===== src/rtl/ir_rl_pkg.sv =====
package ir_rl_pkg;
    typedef enum logic [1:0] {
        ST_WAIT  = 2'd0,
        ST_MARK  = 2'd1,
        ST_SPACE = 2'd2
    } rl_state_e;

    localparam logic [1:0] CIR_MODE = 2'b11;
endpackage


===== src/rtl/ir_tick_gen.sv =====
module ir_tick_gen #(
    parameter int DIV = 64
) (
    input  logic clk,
    input  logic rst_n,
    input  logic active,
    output logic tick
);
    localparam int DIV_W = (DIV > 1) ? $clog2(DIV) : 1;
    localparam logic [DIV_W-1:0] LAST = DIV_W'(DIV - 1);

    logic [DIV_W-1:0] cnt_q;

    always_ff @(posedge clk) begin
        if (!rst_n || !active) begin
            cnt_q <= '0;
        end else if (cnt_q == LAST) begin
            cnt_q <= '0;
        end else begin
            cnt_q <= cnt_q + DIV_W'(1);
        end
    end

    assign tick = active && (cnt_q == LAST);
endmodule


===== src/rtl/ir_run_fsm.sv =====
module ir_run_fsm
    import ir_rl_pkg::*;
#(
    parameter int CODE_W  = 7,
    parameter int NOISE_W = 6,
    parameter int IDLE_W  = 8
) (
    input  logic                clk,
    input  logic                rst_n,
    input  logic                active,
    input  logic                tick,
    input  logic                smp,
    input  logic [NOISE_W-1:0]  noise_thr,
    input  logic [IDLE_W-1:0]   idle_thr,
    output logic                ent_valid,
    output logic [CODE_W:0]     ent_data,
    output logic                pkt_end
);
    localparam int LEN_W = CODE_W + 2;
    localparam int G_W   = NOISE_W + 1;
    localparam int SP_W  = IDLE_W + 2;
    localparam logic [LEN_W-1:0] MAX_RUN = LEN_W'(1 << CODE_W);

    rl_state_e          st_q, st_d;
    logic [LEN_W-1:0]   run_q, run_d;
    logic [G_W-1:0]     g_q, g_d;
    logic [SP_W-1:0]    sp_q, sp_d;

    logic               emit, lvl, pkt;
    logic [LEN_W-1:0]   emit_len;
    logic [LEN_W-1:0]   sum;
    logic [SP_W-1:0]    sp_sum;
    logic [G_W-1:0]     g_inc;
    logic               cur;

    always_comb begin
        sum    = run_q + LEN_W'(g_q) + LEN_W'(1);
        sp_sum = sp_q + SP_W'(g_q) + SP_W'(1);
        g_inc  = g_q + G_W'(1);
        cur    = (st_q == ST_MARK);
    end

    // next-state and emitted-entry logic
    always_comb begin
        st_d     = st_q;
        run_d    = run_q;
        g_d      = g_q;
        sp_d     = sp_q;
        emit     = 1'b0;
        lvl      = 1'b0;
        pkt      = 1'b0;
        emit_len = LEN_W'(1);
        if (tick) begin
            unique case (st_q)
                ST_WAIT: begin
                    if (smp) begin
                        st_d  = ST_MARK;
                        run_d = LEN_W'(1);
                        g_d   = '0;
                        sp_d  = '0;
                    end
                end
                ST_MARK, ST_SPACE: begin
                    if (smp == cur) begin
                        g_d = '0;
                        if (!cur && (sp_sum > SP_W'(idle_thr))) begin
                            emit     = 1'b1;
                            pkt      = 1'b1;
                            emit_len = (sum > MAX_RUN) ? MAX_RUN : sum;
                            st_d     = ST_WAIT;
                            run_d    = '0;
                            sp_d     = '0;
                        end else if (sum > MAX_RUN) begin
                            emit     = 1'b1;
                            lvl      = cur;
                            emit_len = MAX_RUN;
                            run_d    = sum - MAX_RUN;
                            sp_d     = sp_sum;
                        end else begin
                            run_d = sum;
                            sp_d  = sp_sum;
                        end
                    end else if (g_inc > G_W'(noise_thr)) begin
                        emit     = 1'b1;
                        lvl      = cur;
                        emit_len = run_q;
                        st_d     = cur ? ST_SPACE : ST_MARK;
                        run_d    = LEN_W'(g_inc);
                        sp_d     = SP_W'(g_inc);
                        g_d      = '0;
                    end else begin
                        g_d = g_inc;
                    end
                end
                default: st_d = ST_WAIT;
            endcase
        end
    end

    // state register
    always_ff @(posedge clk) begin
        if (!rst_n || !active) begin
            st_q  <= ST_WAIT;
            run_q <= '0;
            g_q   <= '0;
            sp_q  <= '0;
        end else begin
            st_q  <= st_d;
            run_q <= run_d;
            g_q   <= g_d;
            sp_q  <= sp_d;
        end
    end

    // registered outputs
    always_ff @(posedge clk) begin
        if (!rst_n || !active) begin
            ent_valid <= 1'b0;
            ent_data  <= '0;
            pkt_end   <= 1'b0;
        end else begin
            ent_valid <= emit;
            pkt_end   <= pkt;
            if (emit) begin
                ent_data <= {lvl, CODE_W'(emit_len - LEN_W'(1))};
            end
        end
    end
endmodule


===== src/rtl/ir_runlen_sampler.sv =====
module ir_runlen_sampler
    import ir_rl_pkg::*;
#(
    parameter int DIV     = 64,
    parameter int CODE_W  = 7,
    parameter int NOISE_W = 6,
    parameter int IDLE_W  = 8
) (
    input  logic               clk,
    input  logic               rst_n,
    input  logic               ir_in,
    input  logic               glb_en,
    input  logic               rx_en,
    input  logic [1:0]         mode_sel,
    input  logic               invert,
    input  logic [NOISE_W-1:0] noise_thr,
    input  logic [IDLE_W-1:0]  idle_thr,
    input  logic               ent_ready,
    output logic               ent_valid,
    output logic [CODE_W:0]    ent_data,
    output logic               pkt_end,
    output logic               ovf
);
    logic active;
    logic tick;
    logic smp;

    assign active = glb_en && rx_en && (mode_sel == CIR_MODE);
    assign smp    = ir_in ^ invert;

    ir_tick_gen #(.DIV(DIV)) u_tick (
        .clk    (clk),
        .rst_n  (rst_n),
        .active (active),
        .tick   (tick)
    );

    ir_run_fsm #(
        .CODE_W  (CODE_W),
        .NOISE_W (NOISE_W),
        .IDLE_W  (IDLE_W)
    ) u_fsm (
        .clk       (clk),
        .rst_n     (rst_n),
        .active    (active),
        .tick      (tick),
        .smp       (smp),
        .noise_thr (noise_thr),
        .idle_thr  (idle_thr),
        .ent_valid (ent_valid),
        .ent_data  (ent_data),
        .pkt_end   (pkt_end)
    );

    assign ovf = ent_valid && !ent_ready;
endmodule


===== config.mk =====
export PLATFORM = sky130hd
export DESIGN_NAME = ir_runlen_sampler
export DESIGN_NICKNAME = d
export VERILOG_FILES = /design/src/rtl/ir_rl_pkg.sv /design/src/rtl/ir_tick_gen.sv /design/src/rtl/ir_run_fsm.sv /design/src/rtl/ir_runlen_sampler.sv
export SDC_FILE = /design/constraint.sdc
export NUM_CORES = 1
export LEC_CHECK = 0
export CAP_MARGIN = 10
export CORE_ASPECT_RATIO = 0.75
export CORE_UTILIZATION = 59
export CTS_CLUSTER_SIZE = 10
export DETAILED_ROUTE_END_ITERATION = 7
export PLACE_DENSITY_LB_ADDON = 0.25
export SLEW_MARGIN = 25
export SYNTH_ARGS = -nofsm -noshare
export SYNTH_HDL_FRONTEND = slang
export SYNTH_HIERARCHICAL = 1
export SYNTH_SLANG_ARGS = --single-unit

===== constraint.sdc =====
create_clock -name clk -period 6.5 [get_ports clk]
set_clock_uncertainty 0.2 [all_clocks]
set_input_delay 0.65 -clock clk [delete_from_list [all_inputs] [get_ports clk]]
set_output_delay 0.65 -clock clk [all_outputs]
set_load 0.1 [all_outputs]

==> flow_summary.json <==
{
  "r2r_slack_ps": 1130,
  "critPathKind": "reg2reg",
  "ys_types": 77,
  "clockBufferDepth": 2,
  "core_area_um2": 5890,
  "area_growth_pct": 14.6,
  "cpPeakStageDelay_ps": 430,
  "syn-cell-area_um2": 3650,
  "cts_root_buf": "clkbuf_8",
  "antenna_left": 0,
  "dr.pass1.iters": 5,
  "vias_per_cell": 6.37,
  "fin_ws_ps": 1130,
  "worstSkewPairLatency_ps": 300,
  "instances_no_fill": 560,
  "mostFrequentLayoutCells": "dfxtp_1, nand2_1, nor2_1",
  "grt_pass1_vias": 3138,
  "pre_cts_slack_ps": 1270,
  "rows": 24,
  "synth_seq_cells": 44,
  "grt_pass1_wl_mm": 16.3,
  "wl_mm": 10.0,
  "synth_largest_area_cell": "dfxtp_1",
  "nNetsFinal": 542,
  "drv_cap": 0,
  "finalCritPeriodShare": 0.825,
  "synth_nets": 513,
  "crit_chain": "inv_1 > ha_1 > inv_1 > fa_1 > a21o_1 > a221oi_4 > xnor2_1 > ha_1 > o21a_1 > o2bb2ai_1 > a41oi_1 > a2111o_1 > o21ai_2 > or4_1 > o22ai_1 > nand2_1 > ha_1 > nor3b_1 > o21ai_0 > nor4b_1 > mux2i_1 > nand2_1",
  "period_minus_slack_ps": 5370,
  "antenna_cells": 0,
  "fillers": 490,
  "cts_setup_buffers": 0,
  "grt_max_degree": 33,
  "max_freq_ghz": 0.186,
  "wl_per_cell_um": 17.8,
  "design_area_um2": 4190,
  "num_vias": 3569,
  "place_hpwl_mm": 7.45,
  "worstPathArrival_ps": 5370,
  "die_area_um2": 6520,
  "p_leak_nw": 1.68,
  "die_w_um": 92.9,
  "syn_avg_cell_area_um2": 8.09,
  "start_util": 0.621,
  "hold_class": "reg2reg",
  "postCtsResizedCells": 0,
  "crit_fanout": 10,
  "io_buffers": 33,
  "ys_seq_area_frac": 0.241,
  "yosysWarnings": 6,
  "numCtsBuffers": 5,
  "antenna_found_initial": 0,
  "io_pins": 34,
  "syn_inst": 452,
  "status": "finished clean",
  "async_flop_share": 0,
  "end_kind": "register",
  "setup_viol": 0,
  "synth_edf_count": 0,
  "drive_gt1_frac": 0.0664,
  "grt.overflow.total": 0,
  "placed_cell_area_um2": 4030,
  "die_y_um": 70.2,
  "crit_required_ps": 6500,
  "drv_slew": 0,
  "crit_top_cell": "ha_1",
  "cp-start-kind": "register",
  "worst_pin_slew_ps": 994,
  "grt_setup_unrepaired": "false",
  "cts-hold-fix-buffers": 0,
  "routabilityCongestion": 0.984,
  "synth.top_cell.area_share": 0.241,
  "cts_max_level": 2,
  "synth_ff_type": "dfxtp_1",
  "drt-initial-drc-count": 295,
  "peakVddDrop_v": 0.000129,
  "fin_tns_setup_ps": 0,
  "hold_viol": 0,
  "final_common_cell": "dfxtp_1",
  "total_power_mw": 0.609,
  "grt_use_total": 0.319,
  "drc": 0,
  "path_clk_slew_ps": 90,
  "cts_tree": "built",
  "slew_headroom": 0.335,
  "crit_slowest_cell": "o21ai_2",
  "numPlacedInstances": 552,
  "power.density_nw_per_um2": 145,
  "ys_top_cells_by_area": "dfxtp_1, ha_1, nand2_1",
  "cts_sinks": 44
}
## path summary, 6_finish.rpt
kind,from,endpoint,cells past startpoint
worst max register to register,u_fsm/g_q[0],u_fsm/ent_data[6],22
worst min-delay path,u_fsm/ent_data[3],u_fsm/ent_data[3],2
worst min register to register,u_fsm/ent_data[3],u_fsm/ent_data[3],2
worst max-delay path,u_fsm/g_q[0],u_fsm/ent_data[6],22
## logic make-up after synthesis
group,synth area share
AOI/OAI and AO/OA,0.263
DFF,0.241
adders and majority gates,0.134
muxes,0.0140
buffers and inverters,0.0514
and+or+nand+nor,0.239
xor gates and xnor gates,0.0575
## state kept, by name (all words and copies together), names as in the netlist
register / count
u_fsm/ent_data: 8
u_fsm/st_q: 2
u_tick/cnt_q: 6
u_fsm/ent_valid: 1
u_fsm/pkt_end: 1
u_fsm/g_q: 7
u_fsm/sp_q: 10
u_fsm/run_q: 9
## cell usage after synthesis (3+ instances only)
cell / number
xor2_1: 10
a2bb2oi_1: 4
a21o_1: 5
o211ai_1: 3
nand2_1: 40
a21oi_1: 29
o21ai_0: 25
inv_1: 30
o21a_1: 5
dfxtp_1: 44
mux2i_1: 4
and4_1: 3
nand2b_1: 6
o2111ai_1: 3
xnor2_1: 14
ha_1: 36
nor4_1: 5
nor2b_1: 8
clkbuf_1: 10
nand3_1: 18
nor3_1: 10
and3_1: 5
nor2_1: 39
a22oi_1: 8
a211oi_1: 6
and2_1: 11
## power breakdown
group          internal, mW  total, mW  switching (mW)
sequential            0.269      0.269        0.000111
combinational        0.0194     0.0438          0.0244
clock                 0.192      0.296           0.103
total                 0.481      0.609           0.128
## critical path: cells and delay by family, from the launching register on
kind / cells / cell delay, ps
AOI/OAI and AO/OA: 9 / 1990
buffers and inverters: 2 / 190
xor gates and xnor gates: 1 / 210
adders and majority gates: 4 / 1070
DFF: 1 / 380
and+or+nand+nor: 5 / 1000
muxes: 1 / 230
## final cells by class
type                    count  area (um^2)  share of cell area
repair buffers             36          353              0.0842
clock inverters             3         90.1              0.0215
clock buffers               5         68.8              0.0164
flip-flops and latches     44          881               0.210
multi-input cells         364         2590               0.617
well taps                  78         97.6              0.0233
inverters                  30          113              0.0269
## per-layer routing
layer / up-vias / share of wire / track usage
met5: - / 0 / 0
met3: 24 / 0.099 / 0.0588
met4: 0 / 0.023 / 0.108
met2: 172 / 0.40 / 0.427
met1: 1664 / 0.48 / 0.498
li1: 1709 / - / -
## through the flow
step | utilization | hold slack, ps
after global placement | 0.685 | 241
final | 0.712 | 256
after global routing | 0.712 | 296
after floorplan | - | 229
after CTS | 0.712 | 262
after detailed placement | 0.685 | 249
No activity file was read; power rests on OpenSTA's default activity.
